$ cat src/rtl/core_seq_pkg.sv
package core_seq_pkg;
  typedef enum logic [1:0] {
    CT_RESTORE = 2'b00,
    CT_REPLACE = 2'b01,
    CT_MODIFY  = 2'b10,
    CT_ALIAS   = 2'b11
  } cyc_type_e;

  typedef enum logic [1:0] {
    PH_IDLE  = 2'd0,
    PH_READ  = 2'd1,
    PH_HOLD  = 2'd2,
    PH_WRITE = 2'd3
  } phase_e;
endpackage

$ cat src/rtl/core_line_decode.sv
module core_line_decode #(
  parameter int IDX_W = 2
) (
  input  logic [IDX_W-1:0]      idx,
  input  logic                  en,
  output logic [(1<<IDX_W)-1:0] lines
);
  localparam int NLINES = 1 << IDX_W;
  for (genvar i = 0; i < NLINES; i++) begin : g_line
    assign lines[i] = en && (idx == IDX_W'(i));
  end
endmodule

$ cat src/rtl/core_seq_ctrl.sv
module core_seq_ctrl
  import core_seq_pkg::*;
#(
  parameter int WIDTH     = 8,
  parameter int ADDR_W    = 4,
  parameter int HALF_CLKS = 4
) (
  input  logic              clk,
  input  logic              rst_n,
  input  logic              req_valid,
  input  logic [ADDR_W-1:0] req_addr,
  input  logic [1:0]        req_type,
  input  logic [WIDTH-1:0]  req_wdata,
  input  logic              mod_valid,
  input  logic [WIDTH-1:0]  mod_wdata,
  input  logic [WIDTH-1:0]  sense_bits,
  output logic              req_ready,
  output logic              drive_on,
  output logic [ADDR_W-1:0] drive_addr,
  output logic              read_strobe,
  output logic [WIDTH-1:0]  inhibit,
  output logic              sense_en,
  output logic [WIDTH-1:0]  rd_data,
  output logic              done,
  output logic              mod_wait
);
  localparam int CW = $clog2(HALF_CLKS + 1);
  localparam logic [CW-1:0] LAST_CNT  = CW'(HALF_CLKS - 1);
  localparam logic [CW-1:0] SENSE_CNT = CW'(HALF_CLKS - 2);

  // Word to be written back once the read half is over.
  function automatic logic [WIDTH-1:0] writeback_word(
    input logic [1:0] kind, input logic [WIDTH-1:0] old_word,
    input logic [WIDTH-1:0] new_word);
    return (kind == CT_REPLACE) ? new_word : old_word;
  endfunction

  phase_e            phase;
  logic [CW-1:0]     cnt;
  logic [ADDR_W-1:0] addr_q;
  logic [1:0]        type_q;
  logic [WIDTH-1:0]  wbuf;
  logic [WIDTH-1:0]  rd_q;
  logic              done_q;

  wire half_end = (cnt == LAST_CNT);

  always_ff @(posedge clk) begin
    if (!rst_n) begin
      phase  <= PH_IDLE;
      cnt    <= '0;
      addr_q <= '0;
      type_q <= CT_RESTORE;
      wbuf   <= '0;
      rd_q   <= '0;
      done_q <= 1'b0;
    end else begin
      done_q <= 1'b0;
      case (phase)
        PH_IDLE: if (req_valid) begin
          addr_q <= req_addr;
          type_q <= req_type;
          wbuf   <= req_wdata;
          cnt    <= '0;
          phase  <= PH_READ;
        end
        PH_READ: begin
          if (sense_en) rd_q <= sense_bits;
          if (half_end) begin
            cnt <= '0;
            if (type_q == CT_MODIFY) phase <= PH_HOLD;
            else begin
              wbuf  <= writeback_word(type_q, rd_q, wbuf);
              phase <= PH_WRITE;
            end
          end else cnt <= cnt + 1'b1;
        end
        PH_HOLD: if (mod_valid) begin
          wbuf  <= mod_wdata;
          phase <= PH_WRITE;
        end
        PH_WRITE: begin
          if (half_end) begin
            cnt    <= '0;
            phase  <= PH_IDLE;
            done_q <= 1'b1;
          end else cnt <= cnt + 1'b1;
        end
        default: phase <= PH_IDLE;
      endcase
    end
  end

  assign req_ready   = (phase == PH_IDLE);
  assign drive_on    = (phase == PH_READ) || (phase == PH_WRITE);
  assign drive_addr  = addr_q;
  assign read_strobe = (phase == PH_READ);
  assign sense_en    = (phase == PH_READ) && (cnt == SENSE_CNT);
  assign inhibit     = (phase == PH_WRITE) ? ~wbuf : '0;
  assign mod_wait    = (phase == PH_HOLD);
  assign rd_data     = rd_q;
  assign done        = done_q;
endmodule

$ cat src/rtl/core_plane_model.sv
module core_plane_model #(
  parameter int WIDTH = 8,
  parameter int XBITS = 2,
  parameter int YBITS = 2
) (
  input  logic                  clk,
  input  logic                  rst_n,
  input  logic [(1<<XBITS)-1:0] x_drive,
  input  logic [(1<<YBITS)-1:0] y_drive,
  input  logic                  read_strobe,
  input  logic [WIDTH-1:0]      inhibit,
  output logic [WIDTH-1:0]      sense
);
  localparam int XL    = 1 << XBITS;
  localparam int DEPTH = 1 << (XBITS + YBITS);

  logic [WIDTH-1:0] mem [DEPTH];
  logic [WIDTH-1:0] flip_hold;
  logic [WIDTH-1:0] sel_word;
  logic             sel_hit;

  always_comb begin
    sel_word = '0;
    sel_hit  = 1'b0;
    for (int w = 0; w < DEPTH; w++) begin
      if (x_drive[w % XL] && y_drive[w / XL]) begin
        sel_hit  = 1'b1;
        sel_word = mem[w];
      end
    end
  end

  // Flipping cores pulse for the rest of the read drive.
  assign sense = (read_strobe && sel_hit) ? (sel_word | flip_hold) : '0;

  always_ff @(posedge clk) begin
    if (!rst_n) begin
      flip_hold <= '0;
      for (int w = 0; w < DEPTH; w++) mem[w] <= '0;
    end else begin
      flip_hold <= (read_strobe && sel_hit) ? (flip_hold | sel_word) : '0;
      for (int w = 0; w < DEPTH; w++) begin
        if (x_drive[w % XL] && y_drive[w / XL]) begin
          if (read_strobe) mem[w] <= '0;
          else             mem[w] <= mem[w] | ~inhibit;
        end
      end
    end
  end
endmodule

$ cat src/rtl/core_seq_top.sv
module core_seq_top #(
  parameter int WIDTH     = 8,
  parameter int XBITS     = 2,
  parameter int YBITS     = 2,
  parameter int HALF_CLKS = 4
) (
  input  logic                     clk,
  input  logic                     rst_n,
  input  logic                     req_valid,
  input  logic [XBITS+YBITS-1:0]   req_addr,
  input  logic [1:0]               req_type,
  input  logic [WIDTH-1:0]         req_wdata,
  input  logic                     mod_valid,
  input  logic [WIDTH-1:0]         mod_wdata,
  output logic                     req_ready,
  output logic                     mod_wait,
  output logic                     done,
  output logic [WIDTH-1:0]         rd_data,
  output logic [(1<<XBITS)-1:0]    x_drive,
  output logic [(1<<YBITS)-1:0]    y_drive,
  output logic                     read_strobe,
  output logic [WIDTH-1:0]         inhibit,
  output logic                     sense_en
);
  localparam int ADDR_W = XBITS + YBITS;
  localparam int XL     = 1 << XBITS;
  localparam int YL     = 1 << YBITS;

  logic              drive_on;
  logic [ADDR_W-1:0] drive_addr;
  logic [WIDTH-1:0]  sense_bits;

  core_seq_ctrl #(.WIDTH(WIDTH), .ADDR_W(ADDR_W), .HALF_CLKS(HALF_CLKS)) u_ctrl (
    .clk(clk), .rst_n(rst_n), .req_valid(req_valid), .req_addr(req_addr),
    .req_type(req_type), .req_wdata(req_wdata), .mod_valid(mod_valid),
    .mod_wdata(mod_wdata), .sense_bits(sense_bits), .req_ready(req_ready),
    .drive_on(drive_on), .drive_addr(drive_addr), .read_strobe(read_strobe),
    .inhibit(inhibit), .sense_en(sense_en), .rd_data(rd_data), .done(done),
    .mod_wait(mod_wait)
  );

  core_line_decode #(.IDX_W(XBITS)) u_xdec (
    .idx(drive_addr[XBITS-1:0]), .en(drive_on), .lines(x_drive));

  core_line_decode #(.IDX_W(YBITS)) u_ydec (
    .idx(drive_addr[ADDR_W-1:XBITS]), .en(drive_on), .lines(y_drive));

  core_plane_model #(.WIDTH(WIDTH), .XBITS(XBITS), .YBITS(YBITS)) u_plane (
    .clk(clk), .rst_n(rst_n), .x_drive(x_drive), .y_drive(y_drive),
    .read_strobe(read_strobe), .inhibit(inhibit), .sense(sense_bits));
endmodule

$ cat config.mk
export PLATFORM = sky130hd
export DESIGN_NAME = core_seq_top
export DESIGN_NICKNAME = d
export VERILOG_FILES = /design/src/rtl/core_seq_pkg.sv /design/src/rtl/core_line_decode.sv /design/src/rtl/core_seq_ctrl.sv /design/src/rtl/core_plane_model.sv /design/src/rtl/core_seq_top.sv
export SDC_FILE = /design/constraint.sdc
export NUM_CORES = 1
export LEC_CHECK = 0
export CELL_PAD_IN_SITES_DETAIL_PLACEMENT = 1
export CELL_PAD_IN_SITES_GLOBAL_PLACEMENT = 1
export CORE_MARGIN = 1
export CORE_UTILIZATION = 47
export DETAILED_ROUTE_END_ITERATION = 6
export PLACE_DENSITY = 0.8
export SLEW_MARGIN = 20
export SYNTH_ARGS = -nofsm -noshare
export SYNTH_HDL_FRONTEND = slang
export SYNTH_HIERARCHICAL = 1
export SYNTH_SLANG_ARGS = --single-unit
$ cat constraint.sdc
create_clock -name clk -period 3.2 [get_ports clk]
set_input_delay 0.48 -clock clk [delete_from_list [all_inputs] [get_ports clk]]
set_output_delay 0.48 -clock clk [all_outputs]
set_load 0.1 [all_outputs]
==> results_dict.tcl, run 1 <==
set metrics [dict create \
    status "completed" \
    final_nets 1007 \
    grt_pass1_vias 7360 \
    overflow 0 \
    coreArea_um2 18150 \
    wl_per_cell_um 23.28 \
    rows 49 \
    yosys.area.top_type "edfxtp_1" \
    yosysSeqAreaShare_pct 52.04 \
    dr_total_vias 7391 \
    crit_path_start "u_ctrl/phase[1]" \
    min_path_type "reg2reg" \
    cp_slowest_cell "nand2_1" \
    antenna_cells 0 \
    gp_congestion 0.8865 \
    htree_levels 4 \
    cts_buffers 17 \
    synthTopCellsByCount "166 x a21oi_1, 133 x inv_1, 128 x edfxtp_1" \
    holdCritStartpoint "u_ctrl/wbuf[3]" \
    placement.io_buffers 54 \
    synthAdderAreaFrac_pct 1.141 \
    syn_nets 968 \
    synth_area_um2 8771 \
    placed_cells 1181 \
    io_pins 55 \
    drive_above_1_share_pct 14.00 \
    dieArea_um2 19210 \
    final_area_um2 10390 \
    worst-path-buf-inv 2 \
    min_period_ns 3.061 \
    r2r_start "u_ctrl/phase[1]" \
    synth_compound_area_share_pct 22.40 \
    path_cells "inv_1 > ha_1 > nor2_1 > inv_1 > and3b_1 > nand2_1 > o2111ai_1 > a32o_1 > o41a_2 > nand2_1 > a21boi_0" \
    track_usage_pct 30.31 \
    fin_worst_skew_ns 0.01186 \
    fmax_ghz 0.3267 \
    cts_tree "done" \
    tightest_slew_ns 0.9635 \
    grt_max_degree 56 \
    yosysMostFrequentCell "a21oi_1" \
    critical-path-max-stage-delay_ns 0.42 \
    synth.area.mux_share_pct 1.027 \
    antenna_found_initial 0 \
    die_x_um 138.6 \
    setup_viol 0 \
    drt-initial-drc-count 750 \
    worstPathRequired_ns 3.52 \
    clk_pin_slew_worst_paths_ns 0.07 \
    synth.avg_cell_area_um2 9.391 \
    drv_cap 0 \
    crit_family "compound AO/OA/AOI/OAI gates" \
    firstDrtPassIters 5 \
    holdWs_ns 0.4750 \
    vdd_drop_max_mv 0.6684 \
    via_per_inst 6.083 \
    yosys-top-cells-area "edfxtp_1 44%, a21oi_1 9.5%, dfxtp_1 8.2%" \
    grt_pass1_wl_um 43610 \
    synth-xor-area-share_pct 0 \
    initial_utilization_pct 48.33 \
    worstPathArrival_ns 3.38 \
    clockRootBuffer "clkbuf_16" \
    synth_top_family_by_area "compound AO/OA/AOI/OAI gates" \
    dpl.hpwl_um 19580 \
    wirelength_um 28290 \
    synth_edf_count 128 \
    cp-start-kind "flip-flop" \
    setup_tns_ns 0 \
    ys_seq_elements 164 \
    synth-simple-area-share_pct 13.61 \
    stdcell_count 1215 \
    cts_max_path_buffers 2 \
    relSlewSlack_pct 35.57 \
    clk_latency_ns 0.44 \
    area_growth_syn_to_layout_pct 18.47 \
    p_leak_nw 4.231 \
    post_synth_num_cell_types 65 \
    finalMaxSlewViolations 0 \
    rsz0062_at_grt "no" \
    ant_nets 0 \
    powerDensity_nw_per_um2 658.1 \
    place_area_um2 9691 \
    crit_fanout 9 \
    die_y_um 138.6 \
    postSynthCellCount 934 \
    hold_violations 0 \
    finalCritPeriodShare_pct 95.65 \
    path_class "reg2reg" \
    remaining_drc_errors 0 \
    worstSetupEndpointType "flip-flop" \
    yosysTopAreaCellShare_pct 43.82 \
    ys.flop_type "edfxtp_1" \
    cts_sinks 164 \
    ys_warn_count 6 \
    synthArstFlopShare_pct 0 \
]
[flip-flops by register name, indices dropped and copies added (netlist names)]
register           flops
u_plane/mem          128
u_ctrl/rd_data         8
u_ctrl/wbuf            8
u_plane/flip_hold      8
u_ctrl/drive_addr      4
u_ctrl/cnt             3
u_ctrl/phase           2
u_ctrl/type_q          2
u_ctrl/done            1
[timing repair]
action | CTS | global route
hold endpoints to repair | 0 | 0
buffers inserted | 2 | 0
hold buffers | 0 | 0
resized for setup | 2 | 18
setup endpoints to repair | 1 | 10
pin swaps | 0 | 0
[metal layers]
metal	vias up	global-route usage [%]	routed length (µm)	part of all wire, %
li1	3360	-	-	-
met1	3658	41.19	12040	43
met2	315	48.57	13370	47
met3	58	5.041	2045	7.2
met4	0	11.89	839	3.0
met5	-	0	0	0
[placed cells by master (no fill, tap or decap), types with 6 or more instances in the layout]
master and instances:
o21ai_0 19, ha_1 8, nor2b_2 8, clkbuf_16 17
nand2b_1 7, nand2_1 106, clkdlybuf4s50_1 25, a21oi_1 166
o2111ai_1 7, mux2i_1 9, a21o_1 10, inv_1 133
nor2b_1 22, nor2_1 24, a22oi_1 9, a221o_1 6
edfxtp_1 128, dfxtp_1 35, nand3_1 27, buf_12 20
a31oi_1 6, a21boi_0 15, o211ai_1 13, o31ai_1 10
buf_4 43
[path summary, 6_finish.rpt]
| check | cells after the start | slack, ns | end |
|---|---|---|---|
| setup / recovery | 11 | 0.14 | u_ctrl/rd_data[6] |
| hold / removal | 2 | 0.47 | u_ctrl/wbuf[3] |
| setup reg to reg | 11 | 0.14 | u_ctrl/rd_data[6] |
| hold reg to reg | 2 | 0.47 | u_ctrl/wbuf[3] |
[final cells by class]
type                       count  area, µm²
clock buffer                  17      425.4
sequential                   164       4566
inverter                     135      506.7
timing repair buffer          89      978.4
fill                        2018       7756
clock inverter                15      145.1
multi-input combinational    566       3483
tap                          229      286.5
[worst register-to-register path, cell delays in order (launching register included)]
cell       delay (ns)
dfxtp_2          0.38
inv_1            0.09
ha_1             0.20
nor2_1           0.15
inv_1            0.14
and3b_1          0.39
nand2_1          0.42
o2111ai_1        0.25
a32o_1           0.34
o41a_2           0.42
nand2_1          0.07
a21boi_0         0.08
[report_power, final]
part | total, mW | switching [mW] | internal [mW]
Combinational | 2.26 | 1.53 | 0.728
Sequential | 2.58 | 0.122 | 2.46
Clock | 2.00 | 0.909 | 1.09
Total | 6.84 | 2.56 | 4.27
[through the flow]
stage	setup slack (ns)	power (mW)	utilization, %
CTS	0.006837	6.808	56.73
global route	0.002034	7.090	57.26
global placement	-0.1022	4.770	53.40
floorplan	-0.009192	4.118	-
detailed placement	-0.1942	4.806	53.40
finish	0.1393	6.838	57.26
[cell families (layout without fill, tap and decap cells)]
family                     after synthesis  count (layout)
AOI/OAI and AO/OA                      311             311
adders and majority gates                8               8
buffers and inverters                  204             256
DFF                                    164             164
muxes                                    9               9
and+or+nand+nor                        238             238
No activity file was read; power rests on OpenSTA's default activity.
==> run 2: changes to the inputs <==
- clock period: 3.2 -> 3.1 ns (I/O delays scaled with it)
==> run 2 against run 1 <==
The flow now finishes with violations (design-rule violations). Sequential power increased by 4%. Utilization grew 0.76 points. Clock skew is essentially flat. Cell area rose by 1.3%. Sequential share of layout area is 0.54 points lower. Non-clock buffer count rose by 13. Clock power increased by 4%. Maximum frequency grew 0.73%. Power up 6.2%. Die area unchanged. Hold slack better by 0.0028 ns. Via count increased by 4.6%.
==> results_dict.tcl, run 2 (synthesized netlist as in run 1, its figures left out) <==
set metrics [dict create \
    status "finished with violations" \
    violations "design-rule violations" \
    dieArea_um2 19210 \
    relSlewSlack_pct 43.54 \
    drt-initial-drc-count 894 \
    final_cell_mix "164 x a21oi_1, 131 x inv_1, 128 x edfxtp_1, 106 x nand2_1, 55 x buf_4" \
    finish.utilization_pct 58.02 \
    min_path_type "reg2reg" \
    grt_max_degree 42 \
    setup_ws_ns 0.06151 \
    finalCritPeriodShare_pct 98.02 \
    grt_pass1_wl_um 45780 \
    io_pins 55 \
    tightest_slew_ns 0.8431 \
    firstDrtPassIters 7 \
    cts_tree "done" \
    drive_above_1_share_pct 16.00 \
    p_int_mw 4.497 \
    holdWs_ns 0.4778 \
    grt_pass1_vias 7797 \
    fin_worst_skew_ns 0.01138 \
    p_leak_nw 4.323 \
    cts_buffers 17 \
    swShare_pct 38.06 \
    regMostFlops "u_plane/mem" \
    fmax_ghz 0.3291 \
    finalMaxSlewViolations 0 \
    final_common_cell "a21oi_1" \
    dpl.hpwl_um 20990 \
    hold_violations 0 \
    clk_pin_slew_worst_paths_ns 0.07 \
    gp_congestion 0.9411 \
    worstSetupEndpointType "flip-flop" \
    clkPwrFrac_pct 28.8 \
    switching_power_mw 2.763 \
    worstPathArrival_ns 3.35 \
    wl_per_cell_um 24.89 \
    drv_cap 0 \
    antenna_found_initial 1 \
    dr_total_vias 7732 \
    final_nets 1021 \
    clockRootBuffer "clkbuf_16" \
    crit_fanout 20 \
    ant_nets 0 \
    worstPathRequired_ns 3.41 \
    largest_reg_flops 128 \
    vdd_drop_max_mv 0.7217 \
    die_y_um 138.6 \
    stdcell_count 1229 \
    p_comb_share_pct 34.2 \
    initial_utilization_pct 48.33 \
    wirelength_um 30590 \
    via_per_inst 6.291 \
    die_x_um 138.6 \
    powerDensity_nw_per_um2 689.5 \
    clk_latency_ns 0.44 \
    placed_cells 1192 \
    path_class "reg2reg" \
    min_period_ns 3.038 \
    p_seq_share_pct 36.9 \
    cts_sinks 164 \
    cts_max_path_buffers 2 \
    coreArea_um2 18150 \
    cp-start-kind "flip-flop" \
    pre_cts_slack_ns -0.07032 \
    cts_hold_buffers 0 \
    remaining_drc_errors 4 \
    antenna_cells 0 \
    placement.io_buffers 54 \
    area_growth_syn_to_layout_pct 20.04 \
    htree_levels 4 \
    total_power_mw 7.259 \
    setup_viol 0 \
    track_usage_pct 31.77 \
    overflow 0 \
    rows 49 \
]
[run 2: cell count changes in the layout (fill, tap and decap cells not counted), moves of 2 or more]
cell      before  now
a21oi_1      166  164
a21oi_2        0    2
buf_4         43   55
clkinv_4       3    1
inv_1        133  131
inv_2          1    3
inv_6          5    7
nor3_1         5    3
nor3_2         0    2
o31ai_1       10   12
o31ai_2        5    3
[run 2: final timing paths]
| check | start | end | slack (ns) | cells after the start |
|---|---|---|---|---|
| worst max-delay path | u_ctrl/phase[1] | u_ctrl/rd_data[7] | 0.06 | 14 |
| worst min register to register | u_ctrl/wbuf[7] | u_ctrl/wbuf[7] | 0.48 | 2 |
| worst max register to register | u_ctrl/phase[1] | u_ctrl/rd_data[7] | 0.06 | 14 |
| worst min-delay path | u_ctrl/wbuf[7] | u_ctrl/wbuf[7] | 0.48 | 2 |
[run 2: final cells by class]
class / count / area, µm²
fill: 2017 / 7619
inverter: 135 / 506.7
timing repair buffer: 102 / 1104
sequential: 164 / 4569
clock buffer: 17 / 425.4
multi-input combinational: 567 / 3495
clock inverter: 15 / 142.6
tap: 229 / 286.5
[run 2: power by group through the flow]
stage                     Clock [mW]  Combinational, mW  Sequential, mW
after floorplan                    0               1.60            2.66
after global placement             0               2.27            2.70
after detailed placement           0               2.31            2.72
after CTS                       2.11               2.34            2.67
after global routing            2.19               2.60            2.70
final                           2.09               2.49            2.68
[run 2: timing repair]
action / in CTS / in global routing
gates resized for setup: 6 / 17
endpoints found under the setup margin: 2 / 8
setup buffers: 0 / 3
gates cloned: 0 / 2
pin swaps: 0 / 5
[run 2: routing by layer]
layer,up-vias,share of wire [%],GRT usage (%)
li1,3390,-,-
met1,3895,41,41.33
met2,358,48,51.14
met3,89,7.4,6.906
met4,0,3.9,13.96
met5,-,0,0
[run 2: stage by stage]
step | setup TNS, ns | area [µm²]
3_5_place_dp | -0.07032 | 9812
4_1_cts | 0 | 10410
2_1_floorplan | 0 | 8807
6_report | 0 | 10530
3_3_place_gp | 0 | 9812
5_1_grt | -0.02054 | 10530
[run 2: critical path, cell delays in order (launching register included)]
cell and delay (ns):
dfxtp_4 0.39, inv_2 0.06, ha_1 0.19, nor2_1 0.16, inv_2 0.13, nor3b_4 0.19
buf_4 0.17, clkbuf_16 0.19, o31ai_2 0.28, o21a_1 0.23, o2111ai_1 0.24, a311o_1 0.36
and2b_1 0.18, nand2_1 0.05, a21boi_0 0.09
==> run 3: changes to the inputs <==
- PLACE_DENSITY: 0.8 -> 0.92
- SETUP_SLACK_MARGIN: default -> 0.4
==> run 3 against run 2 <==
The run ends with negative setup slack left. Critical endpoint is now u_ctrl/rd_data[6]. Global-route usage grew 1.8 points. Combinational power grew 5%. First-iteration DRC count grew 39%. Clock-buffer cell count grew 1. Clock power grew 5%. Largest power group unchanged. Sequential cell count is the same. Critical path type unchanged.
==> results_dict.tcl, run 3 (synthesized netlist as in run 1, its figures left out) <==
set metrics [dict create \
    cp-start-kind "flip-flop" \
    antenna_cells 0 \
    pre_cts_slack_ns 0.1371 \
    wirelength_um 35970 \
    grt_max_degree 43 \
    area_growth_syn_to_layout_pct 22.95 \
    rows 49 \
    cts_tree "done" \
    stdcell_count 1239 \
    path_class "reg2reg" \
    placed_cells 1177 \
    dr_total_vias 8437 \
    initial_utilization_pct 48.33 \
    worstSetupEndpointType "flip-flop" \
    wl_per_cell_um 29.03 \
    grt_pass1_wl_um 48360 \
    fin_worst_skew_ns 0.01617 \
    setup_viol 1 \
    clk_pin_slew_worst_paths_ns 0.07 \
    final_nets 1031 \
    cts_buffers 17 \
    grt_pass1_vias 8193 \
    setup_ws_ns -0.07853 \
    powerDensity_nw_per_um2 697.6 \
    drt-initial-drc-count 1243 \
    tightest_slew_ns 0.7163 \
    min_path_type "in2reg" \
    finish.utilization_pct 59.43 \
    fmax_ghz 0.3146 \
    r2r_cells 13 \
    placement.io_buffers 54 \
    worstPathRequired_ns 3.46 \
    final_common_cell "a21oi_1" \
    antenna_found_initial 0 \
    die_y_um 138.6 \
    clockRootBuffer "clkbuf_16" \
    coreArea_um2 18150 \
    vdd_drop_max_mv 0.9075 \
    holdWs_ns 0.4404 \
    worstPathArrival_ns 3.54 \
    finalMaxSlewViolations 0 \
    finalCritPeriodShare_pct 102.5 \
    rsz0062_at_grt "yes" \
    ant_nets 0 \
    remaining_drc_errors 0 \
    io_pins 55 \
    gp_congestion 0.9654 \
    firstDrtPassIters 5 \
    total_power_mw 7.523 \
    status "finished with violations" \
    drive_above_1_share_pct 19.60 \
    relSlewSlack_pct 51.84 \
    regMostFlops "u_plane/mem" \
    largest_reg_flops 128 \
    p_leak_nw 4.428 \
    final_cell_mix "156 x a21oi_1, 130 x inv_1, 128 x edfxtp_1, 102 x nand2_1, 67 x buf_4" \
    dieArea_um2 19210 \
    via_per_inst 6.810 \
    track_usage_pct 33.57 \
    cts_hold_buffers 0 \
    holdPathStages 3 \
    clk_latency_ns 0.45 \
    cts_max_path_buffers 2 \
    drv_cap 0 \
    violations "negative setup slack" \
    overflow 0 \
    hold_violations 0 \
    die_x_um 138.6 \
    cts_sinks 164 \
    min_period_ns 3.179 \
    htree_levels 4 \
    crit_fanout 11 \
    dpl.hpwl_um 20500 \
]
[run 3: final cells by class]
type | instances | area [µm²]
repair buffers | 113 | 1161
well taps | 229 | 286.5
flip-flops and latches | 164 | 4572
clock inverters | 14 | 161.4
clock buffers | 18 | 429.2
inverters | 135 | 515.5
multi-input cells | 566 | 3659
fillers | 1941 | 7363
[run 3: timing repair]
action | 4_1_cts | 5_1_grt
buffers inserted | 6 | 19
pin swaps | 4 | 14
setup endpoints to repair | 16 | 16
gates resized for setup | 20 | 49
cloned | 1 | 4
[run 3: path summary, 6_finish.rpt]
kind                            slack, ns            start           endpoint
worst max-delay path                -0.08  u_ctrl/phase[1]  u_ctrl/rd_data[6]
worst max register to register      -0.08  u_ctrl/phase[1]  u_ctrl/rd_data[6]
worst min register to register       0.49   u_ctrl/wbuf[1]     u_ctrl/wbuf[1]
worst min-delay path                 0.44            rst_n     u_ctrl/wbuf[7]
[run 3: through the flow]
stage / TNS, ns / area (µm²)
floorplan: 0 / 8872
global placement: 0 / 9582
detailed placement: 0 / 9582
CTS: 0 / 10320
global route: -0.07138 / 10780
finish: -0.07853 / 10780
[run 3: critical path, stage by stage (launching register included)]
cell and delay (ns):
dfxtp_4 0.39, inv_4 0.05, ha_4 0.17, nor2_4 0.17, inv_4 0.08, and3b_2 0.28
buf_4 0.18, clkbuf_16 0.16, o31ai_1 0.63, nand2_1 0.18, a31oi_1 0.33, o41a_2 0.22
nand2_1 0.06, a21boi_1 0.18
[run 3: routing by layer]
| layer | share of wire, % | vias to the layer above | GRT usage, % |
|---|---|---|---|
| li1 | - | 3404 | - |
| met1 | 36 | 4099 | 41.79 |
| met2 | 45 | 704 | 54.82 |
| met3 | 11 | 230 | 6.492 |
| met4 | 8.3 | 0 | 19.40 |
| met5 | 0 | - | 0 |
[run 3: power by group]
group | total (mW) | leakage (nW) | internal [mW] | switching [mW]
Combinational | 2.62 | 2.53 | 0.840 | 1.78
Clock | 2.19 | 0.283 | 1.26 | 0.931
Sequential | 2.71 | 1.62 | 2.54 | 0.166
